## config.mk

```make
export PLATFORM = sky130hd
export DESIGN_NAME = irq_dispatch
export DESIGN_NICKNAME = d
export VERILOG_FILES = /design/src/rtl/irq_dispatch_pkg.sv /design/src/rtl/irq_vec_addr.sv /design/src/rtl/irq_mask_ctl.sv /design/src/rtl/irq_seq_fsm.sv /design/src/rtl/irq_dispatch.sv
export SDC_FILE = /design/constraint.sdc
export NUM_CORES = 1
export LEC_CHECK = 0
export BUFFER_PORTS_ARGS = -buffer_cell sky130_fd_sc_hd__buf_2
export CELL_PAD_IN_SITES_DETAIL_PLACEMENT = 0
export CELL_PAD_IN_SITES_GLOBAL_PLACEMENT = 1
export CORE_MARGIN = 4
export CORE_UTILIZATION = 37
export CTS_CLUSTER_DIAMETER = 80
export DETAILED_ROUTE_END_ITERATION = 10
export PLACE_DENSITY_LB_ADDON = 0.3
export SYNTH_ARGS = -nofsm -noshare
export SYNTH_HDL_FRONTEND = slang
export SYNTH_HIERARCHICAL = 1
export SYNTH_SLANG_ARGS = --single-unit
```

## constraint.sdc

```tcl
create_clock -name clk_i -period 1.5 [get_ports clk_i]
set_input_delay 0.075 -clock clk_i [delete_from_list [all_inputs] [get_ports clk_i]]
set_output_delay 0.075 -clock clk_i [all_outputs]
set_load 0.02 [all_outputs]
```

## src/rtl/irq_dispatch_pkg.sv

```systemverilog
package irq_dispatch_pkg;
  typedef enum logic [2:0] {
    ST_IDLE,
    ST_PUSH,
    ST_RD_HI,
    ST_RD_LO,
    ST_DONE
  } seq_state_e;
endpackage

```

## src/rtl/irq_vec_addr.sv

```systemverilog
module irq_vec_addr #(
  parameter int unsigned ADDR_W     = 16,
  parameter int unsigned SRC_W      = 3,
  parameter logic [15:0] VEC_TOP    = 16'hFFF2,
  parameter logic [15:0] ALT_OFFSET = 16'hF000
) (
  input  logic [SRC_W-1:0]  src_i,
  input  logic              alt_i,
  output logic [ADDR_W-1:0] addr_o
);
  logic [ADDR_W-1:0] std_addr;
  logic [ADDR_W-1:0] src_off;

  always_comb begin
    src_off  = ADDR_W'(src_i) << 1;
    std_addr = ADDR_W'(VEC_TOP) - src_off;
    addr_o   = alt_i ? (std_addr - ADDR_W'(ALT_OFFSET)) : std_addr;
  end
endmodule

```

## src/rtl/irq_mask_ctl.sv

```systemverilog
module irq_mask_ctl (
  input  logic clk_i,
  input  logic rst_ni,
  input  logic set_i,
  input  logic clr_i,
  output logic mask_o
);
  logic mask_q;

  always_ff @(posedge clk_i or negedge rst_ni) begin
    if (!rst_ni)     mask_q <= 1'b0;
    else if (set_i)  mask_q <= 1'b1;
    else if (clr_i)  mask_q <= 1'b0;
  end

  assign mask_o = mask_q;

  AST_MASK_SET: assert property (@(posedge clk_i) disable iff (!rst_ni)
    set_i |=> mask_o);
endmodule

```

## src/rtl/irq_seq_fsm.sv

```systemverilog
module irq_seq_fsm
  import irq_dispatch_pkg::*;
#(
  parameter int unsigned PUSH_BYTES = 9
) (
  input  logic clk_i,
  input  logic rst_ni,
  input  logic accept_i,
  output logic idle_o,
  output logic push_o,
  output logic rd_hi_o,
  output logic rd_lo_o,
  output logic done_o
);
  localparam int unsigned CNT_W = (PUSH_BYTES > 1) ? $clog2(PUSH_BYTES) : 1;
  localparam logic [CNT_W-1:0] CNT_LAST = CNT_W'(PUSH_BYTES - 1);

  seq_state_e state_q, state_d;
  logic [CNT_W-1:0] cnt_q, cnt_d;

  always_comb begin
    state_d = state_q;
    cnt_d   = cnt_q;
    unique case (state_q)
      ST_IDLE:  if (accept_i) begin
                  state_d = ST_PUSH;
                  cnt_d   = '0;
                end
      ST_PUSH:  if (cnt_q == CNT_LAST) state_d = ST_RD_HI;
                else cnt_d = cnt_q + 1'b1;
      ST_RD_HI: state_d = ST_RD_LO;
      ST_RD_LO: state_d = ST_DONE;
      ST_DONE:  state_d = ST_IDLE;
      default:  state_d = ST_IDLE;
    endcase
  end

  always_ff @(posedge clk_i or negedge rst_ni) begin
    if (!rst_ni) begin
      state_q <= ST_IDLE;
      cnt_q   <= '0;
    end else begin
      state_q <= state_d;
      cnt_q   <= cnt_d;
    end
  end

  assign idle_o  = (state_q == ST_IDLE);
  assign push_o  = (state_q == ST_PUSH);
  assign rd_hi_o = (state_q == ST_RD_HI);
  assign rd_lo_o = (state_q == ST_RD_LO);
  assign done_o  = (state_q == ST_DONE);

  AST_HI_AFTER_PUSH: assert property (@(posedge clk_i) disable iff (!rst_ni)
    rd_hi_o |-> $past(push_o));
  AST_PUSH_FROM_ACCEPT: assert property (@(posedge clk_i) disable iff (!rst_ni)
    $rose(push_o) |-> $past(accept_i));
endmodule

```

## src/rtl/irq_dispatch.sv

```systemverilog
module irq_dispatch #(
  parameter int unsigned ADDR_W     = 16,
  parameter int unsigned DATA_W     = 8,
  parameter int unsigned NUM_SRC    = 8,
  parameter int unsigned PUSH_BYTES = 9,
  parameter logic [15:0] VEC_TOP    = 16'hFFF2,
  parameter logic [15:0] ALT_OFFSET = 16'hF000,
  localparam int unsigned SRC_W     = (NUM_SRC > 1) ? $clog2(NUM_SRC) : 1
) (
  input  logic              clk_i,
  input  logic              rst_ni,
  input  logic              irq_req_i,
  input  logic [SRC_W-1:0]  irq_src_i,
  input  logic              insn_done_i,
  input  logic              alt_tbl_i,
  input  logic              rti_i,
  output logic              push_o,
  output logic              mem_rd_o,
  output logic [ADDR_W-1:0] mem_addr_o,
  input  logic [DATA_W-1:0] mem_data_i,
  output logic              jump_valid_o,
  output logic [ADDR_W-1:0] jump_addr_o,
  output logic              trap_o,
  output logic              mask_o
);
  localparam int unsigned TGT_W = 2 * DATA_W;

  logic              idle, accept, rd_hi, rd_lo, done;
  logic [SRC_W-1:0]  src_q;
  logic              alt_q;
  logic [DATA_W-1:0] hi_q;
  logic [ADDR_W-1:0] vec_addr;
  logic [TGT_W-1:0]  target;
  logic              empty_vec;
  logic              jv_q, trap_q;
  logic [ADDR_W-1:0] jump_q;

  assign accept = idle && irq_req_i && insn_done_i && !mask_o;

  irq_mask_ctl u_mask (
    .clk_i  (clk_i),
    .rst_ni (rst_ni),
    .set_i  (accept),
    .clr_i  (rti_i && idle),
    .mask_o (mask_o)
  );

  irq_seq_fsm #(.PUSH_BYTES(PUSH_BYTES)) u_fsm (
    .clk_i    (clk_i),
    .rst_ni   (rst_ni),
    .accept_i (accept),
    .idle_o   (idle),
    .push_o   (push_o),
    .rd_hi_o  (rd_hi),
    .rd_lo_o  (rd_lo),
    .done_o   (done)
  );

  irq_vec_addr #(
    .ADDR_W(ADDR_W), .SRC_W(SRC_W), .VEC_TOP(VEC_TOP), .ALT_OFFSET(ALT_OFFSET)
  ) u_addr (
    .src_i  (src_q),
    .alt_i  (alt_q),
    .addr_o (vec_addr)
  );

  assign mem_rd_o   = rd_hi | rd_lo;
  assign mem_addr_o = vec_addr + ADDR_W'(rd_lo);

  // data of a read arrives one cycle later
  assign target    = {hi_q, mem_data_i};
  assign empty_vec = alt_q && (target == '0);

  always_ff @(posedge clk_i or negedge rst_ni) begin
    if (!rst_ni) begin
      src_q  <= '0;
      alt_q  <= 1'b0;
      hi_q   <= '0;
      jv_q   <= 1'b0;
      trap_q <= 1'b0;
      jump_q <= '0;
    end else begin
      if (accept) begin
        src_q <= irq_src_i;
        alt_q <= alt_tbl_i;
      end
      if (rd_lo) hi_q <= mem_data_i;
      jv_q   <= done && !empty_vec;
      trap_q <= done && empty_vec;
      if (done) jump_q <= ADDR_W'(target);
    end
  end

  assign jump_valid_o = jv_q;
  assign trap_o       = trap_q;
  assign jump_addr_o  = jump_q;

  AST_NO_READ_IN_PUSH: assert property (@(posedge clk_i) disable iff (!rst_ni)
    !(push_o && mem_rd_o));
  AST_MASK_AT_PUSH: assert property (@(posedge clk_i) disable iff (!rst_ni)
    $rose(push_o) |-> mask_o);
  AST_LO_FOLLOWS_HI: assert property (@(posedge clk_i) disable iff (!rst_ni)
    (mem_rd_o && !mem_addr_o[0]) |=> (mem_rd_o && mem_addr_o == $past(mem_addr_o) + 1'b1));
  AST_ALT_RANGE: assert property (@(posedge clk_i) disable iff (!rst_ni)
    (mem_rd_o && alt_q) |-> (mem_addr_o >= ADDR_W'(16'h0F8A) && mem_addr_o <= ADDR_W'(16'h0FFF)));
  AST_JUMP_PULSE: assert property (@(posedge clk_i) disable iff (!rst_ni)
    jump_valid_o |=> !jump_valid_o);
  AST_TRAP_XOR_JUMP: assert property (@(posedge clk_i) disable iff (!rst_ni)
    !(jump_valid_o && trap_o));
  AST_MASK_HELD: assert property (@(posedge clk_i) disable iff (!rst_ni)
    (mask_o && !idle) |=> mask_o);
endmodule

```

==> flow_metrics.tcl <==
set metrics [dict create \
    clockRootBuffer "clkbuf_8" \
    internal-power_mw 3.06 \
    rsz0062_at_grt "yes" \
    initial_core_util 0.392 \
    fp.dieH_um 82.5 \
    yosys_warnings 6 \
    nNetsFinal 259 \
    dp_hpwl_mm 3.03 \
    fin_crit_ps 1500 \
    final_util 0.489 \
    pwr-share-seq 0.360 \
    rrSetupSlack_ps 60 \
    numPortBuffers 46 \
    r2r_cells 7 \
    drc_errors 0 \
    place_congestion 0.681 \
    critPathSlowestCell "dfrtp_1" \
    wl_mm 3.97 \
    pwr-share-comb 0.498 \
    maxCapViolCount 0 \
    io-pin-count 54 \
    whs_ps 22.7 \
    cts_buffer_depth 2 \
    synth_async_sr_flop_share 1.00 \
    diodes 0 \
    netSwitchingPower_mw 2.08 \
    switching_share 0.405 \
    hp-class "in -> reg" \
    drive_gt1_frac 0.466 \
    area_growth_pct 24.8 \
    cts_tree "built" \
    std_cell_rows 26 \
    netlist_instances 182 \
    arrival_ps 1420 \
    finalHoldViolations 0 \
    drtIter0Drc 27 \
    crit_required_ps 1420 \
    slowest_delay_ps 390 \
    cp_cell_sequence "buf_6 > and3b_2 > or2_4 > buf_6" \
    ys.flop_type "dfrtp_1" \
    grt_pass1_wl_mm 6.57 \
    grt_start_max_net_pins 22 \
    chipWidth_um 82.5 \
    min_from "alt_tbl_i" \
    cp_common_cell "buf_6" \
    grt_pass1_vias 1449 \
    grtUsageTotal 0.127 \
    status "completed" \
    core_area_um2 5240 \
    holdPathEnd "alt_q" \
    ys_types 39 \
    reg2reg_from "u_fsm/state_q[1]" \
    timing.fmax_ghz 0.668 \
    antenna_found_initial 0 \
    cp-end-kind "output pin" \
    clock_power_share 0.142 \
    ys_ff_latch 38 \
    final_area_um2 2560 \
    skew_ps 5.25 \
    instances_no_fill 308 \
    grt_overflow_total 0 \
    synth_top_area_frac 0.463 \
    dp_cells 297 \
    period_share 0.997 \
    cts.clk_slew.worst_paths_ps 70 \
    routedWlPerCell_um 12.9 \
    start_kind "flop" \
    avgSynthCellArea_um2 11.3 \
    vias_per_cell 4.68 \
    crit_fanout 7 \
    worst_skew_pair.late_latency_ps 290 \
    report.final.slew_viol_count 0 \
    cts_sinks 38 \
    placed_area_um2 2390 \
    cts_max_level 2 \
    cellPowerDensity_nw_per_um2 2010 \
    ant_nets 0 \
    synth-edff-count 0 \
    leakage_nw 1.19 \
    syn_area_um2 2050 \
    path_class "reg -> out" \
    via_count 1441 \
    ys_seq_area_frac 0.463 \
    worstHoldPathCells 2 \
    max-vdd-ir-drop_uv 1050 \
    dieArea_um2 6800 \
    rr_endpoint "u_fsm/cnt_q[0]" \
    setup_viol_count_final 0 \
    cts_buffers 5 \
    drt_first_pass_iters 4 \
    synth_area_leaders "dfrtp_1 46%, mux2_2 15%, buf_4 4.4%" \
    synth_top_area_cell "dfrtp_1" \
]
-- registers in the layout, indices dropped and copies added (netlist names) --
signal,count
hi_q,8
jump_valid_o,1
u_mask/mask_o,1
u_fsm/state_q,3
src_q,3
u_fsm/cnt_q,4
jump_addr_o,16
trap_o,1
alt_q,1
-- how the worst max path moves through the flow --
stage / end / startpoint
global route: mem_rd_o / u_fsm/state_q[1]
CTS: mem_rd_o / u_fsm/state_q[1]
floorplan: u_fsm/cnt_q[2] / u_fsm/state_q[1]
detailed placement: jump_addr_o[5] / u_fsm/state_q[1]
global placement: jump_addr_o[5] / u_fsm/state_q[1]
finish: mem_rd_o / u_fsm/state_q[1]
-- synthesized netlist by cell type (2+ instances only) --
cell type  count
ha_1           5
a21o_1         2
xor2_1        10
and3b_2        2
dfrtp_1       38
mux2_2        28
o21ai_0        2
conb_1         2
and2_1         2
nand4_1        3
buf_4         12
nand3_1       10
nor3_1         6
nand2_1        5
xnor2_1        4
nor2_1         8
inv_1         11
a31oi_1        2
nand3b_1       2
buf_2          3
nor4_1         2
nor3b_1        2
nand2b_1       2
nor4_2         4
-- kinds of logic (layout without fill, tap and decap cells) --
logic type	count (synthesis)	after routing	synth area share
AO/OA/AOI/OAI	12	12	0.0402
XOR/XNOR	14	14	0.0598
adder cells (fa/ha/maj)	5	5	0.0305
buffers and inverters	27	77	0.0732
flip-flops	38	38	0.463
multiplexers	28	28	0.154
other	2	8	0.00366
AND/OR/NAND/NOR	56	56	0.176
-- layout make-up --
type                            instances  area [µm²]
Inverter                               11        41.3
Clock inverter                          2        12.5
Tap cell                               70        87.6
Timing Repair Buffer                   58         364
Fill cell                             494        2680
Clock buffer                            6        82.6
Sequential cell                        38         953
Multi-Input combinational cell        123        1020
-- per-stage QoR --
stage          setup TNS (ps)  total power [mW]  setup slack [ps]
2_1_floorplan            -329              3.60             -60.9
3_3_place_gp                0              4.30              82.1
3_5_place_dp                0              4.33              69.2
4_1_cts                 -18.2              5.14             -11.0
5_1_grt                  -166              5.55             -57.3
6_report                    0              5.14              3.85
-- cells in the final DEF (no fill, tap or decap), types with 6 or more instances in the layout --
master     n
buf_2     44
dfrtp_1   36
mux2_2    28
inv_1     11
nand3_1   10
xor2_1    10
buf_4      8
conb_1     8
nor3_1     6
clkbuf_8   6
-- timing repair --
item / CTS / global route
buffers inserted: 2 / 0
resized for setup: 8 / 6
pin swaps: 1 / 0
hold buffers: 1 / 0
gates cloned: 0 / 0
setup endpoints to repair: 3 / 10
hold endpoints to repair: 17 / 0
-- power groups by stage --
| stage | logic [mW] | clock network [mW] | registers, mW |
|---|---|---|---|
| floorplan | 1.52 | 0 | 2.08 |
| global placement | 2.44 | 0 | 1.86 |
| detailed placement | 2.47 | 0 | 1.86 |
| CTS | 2.53 | 0.760 | 1.85 |
| global route | 2.82 | 0.804 | 1.93 |
| finish | 2.56 | 0.728 | 1.85 |
-- critical path, delay by kind of cell (launching register included) --
kind / cells / cell delay [ps]
AND/OR/NAND/NOR: 2 / 480
buffers and inverters: 2 / 270
flip-flops: 1 / 390
-- layer usage --
metal	global-route usage	up-vias	wire length, µm
met5	0	-	0
met4	0.0349	0	47
met3	0.0390	5	235
met2	0.214	38	1860
met1	0.157	674	1820
li1	-	724	-
(Power assumes the default switching activity.)
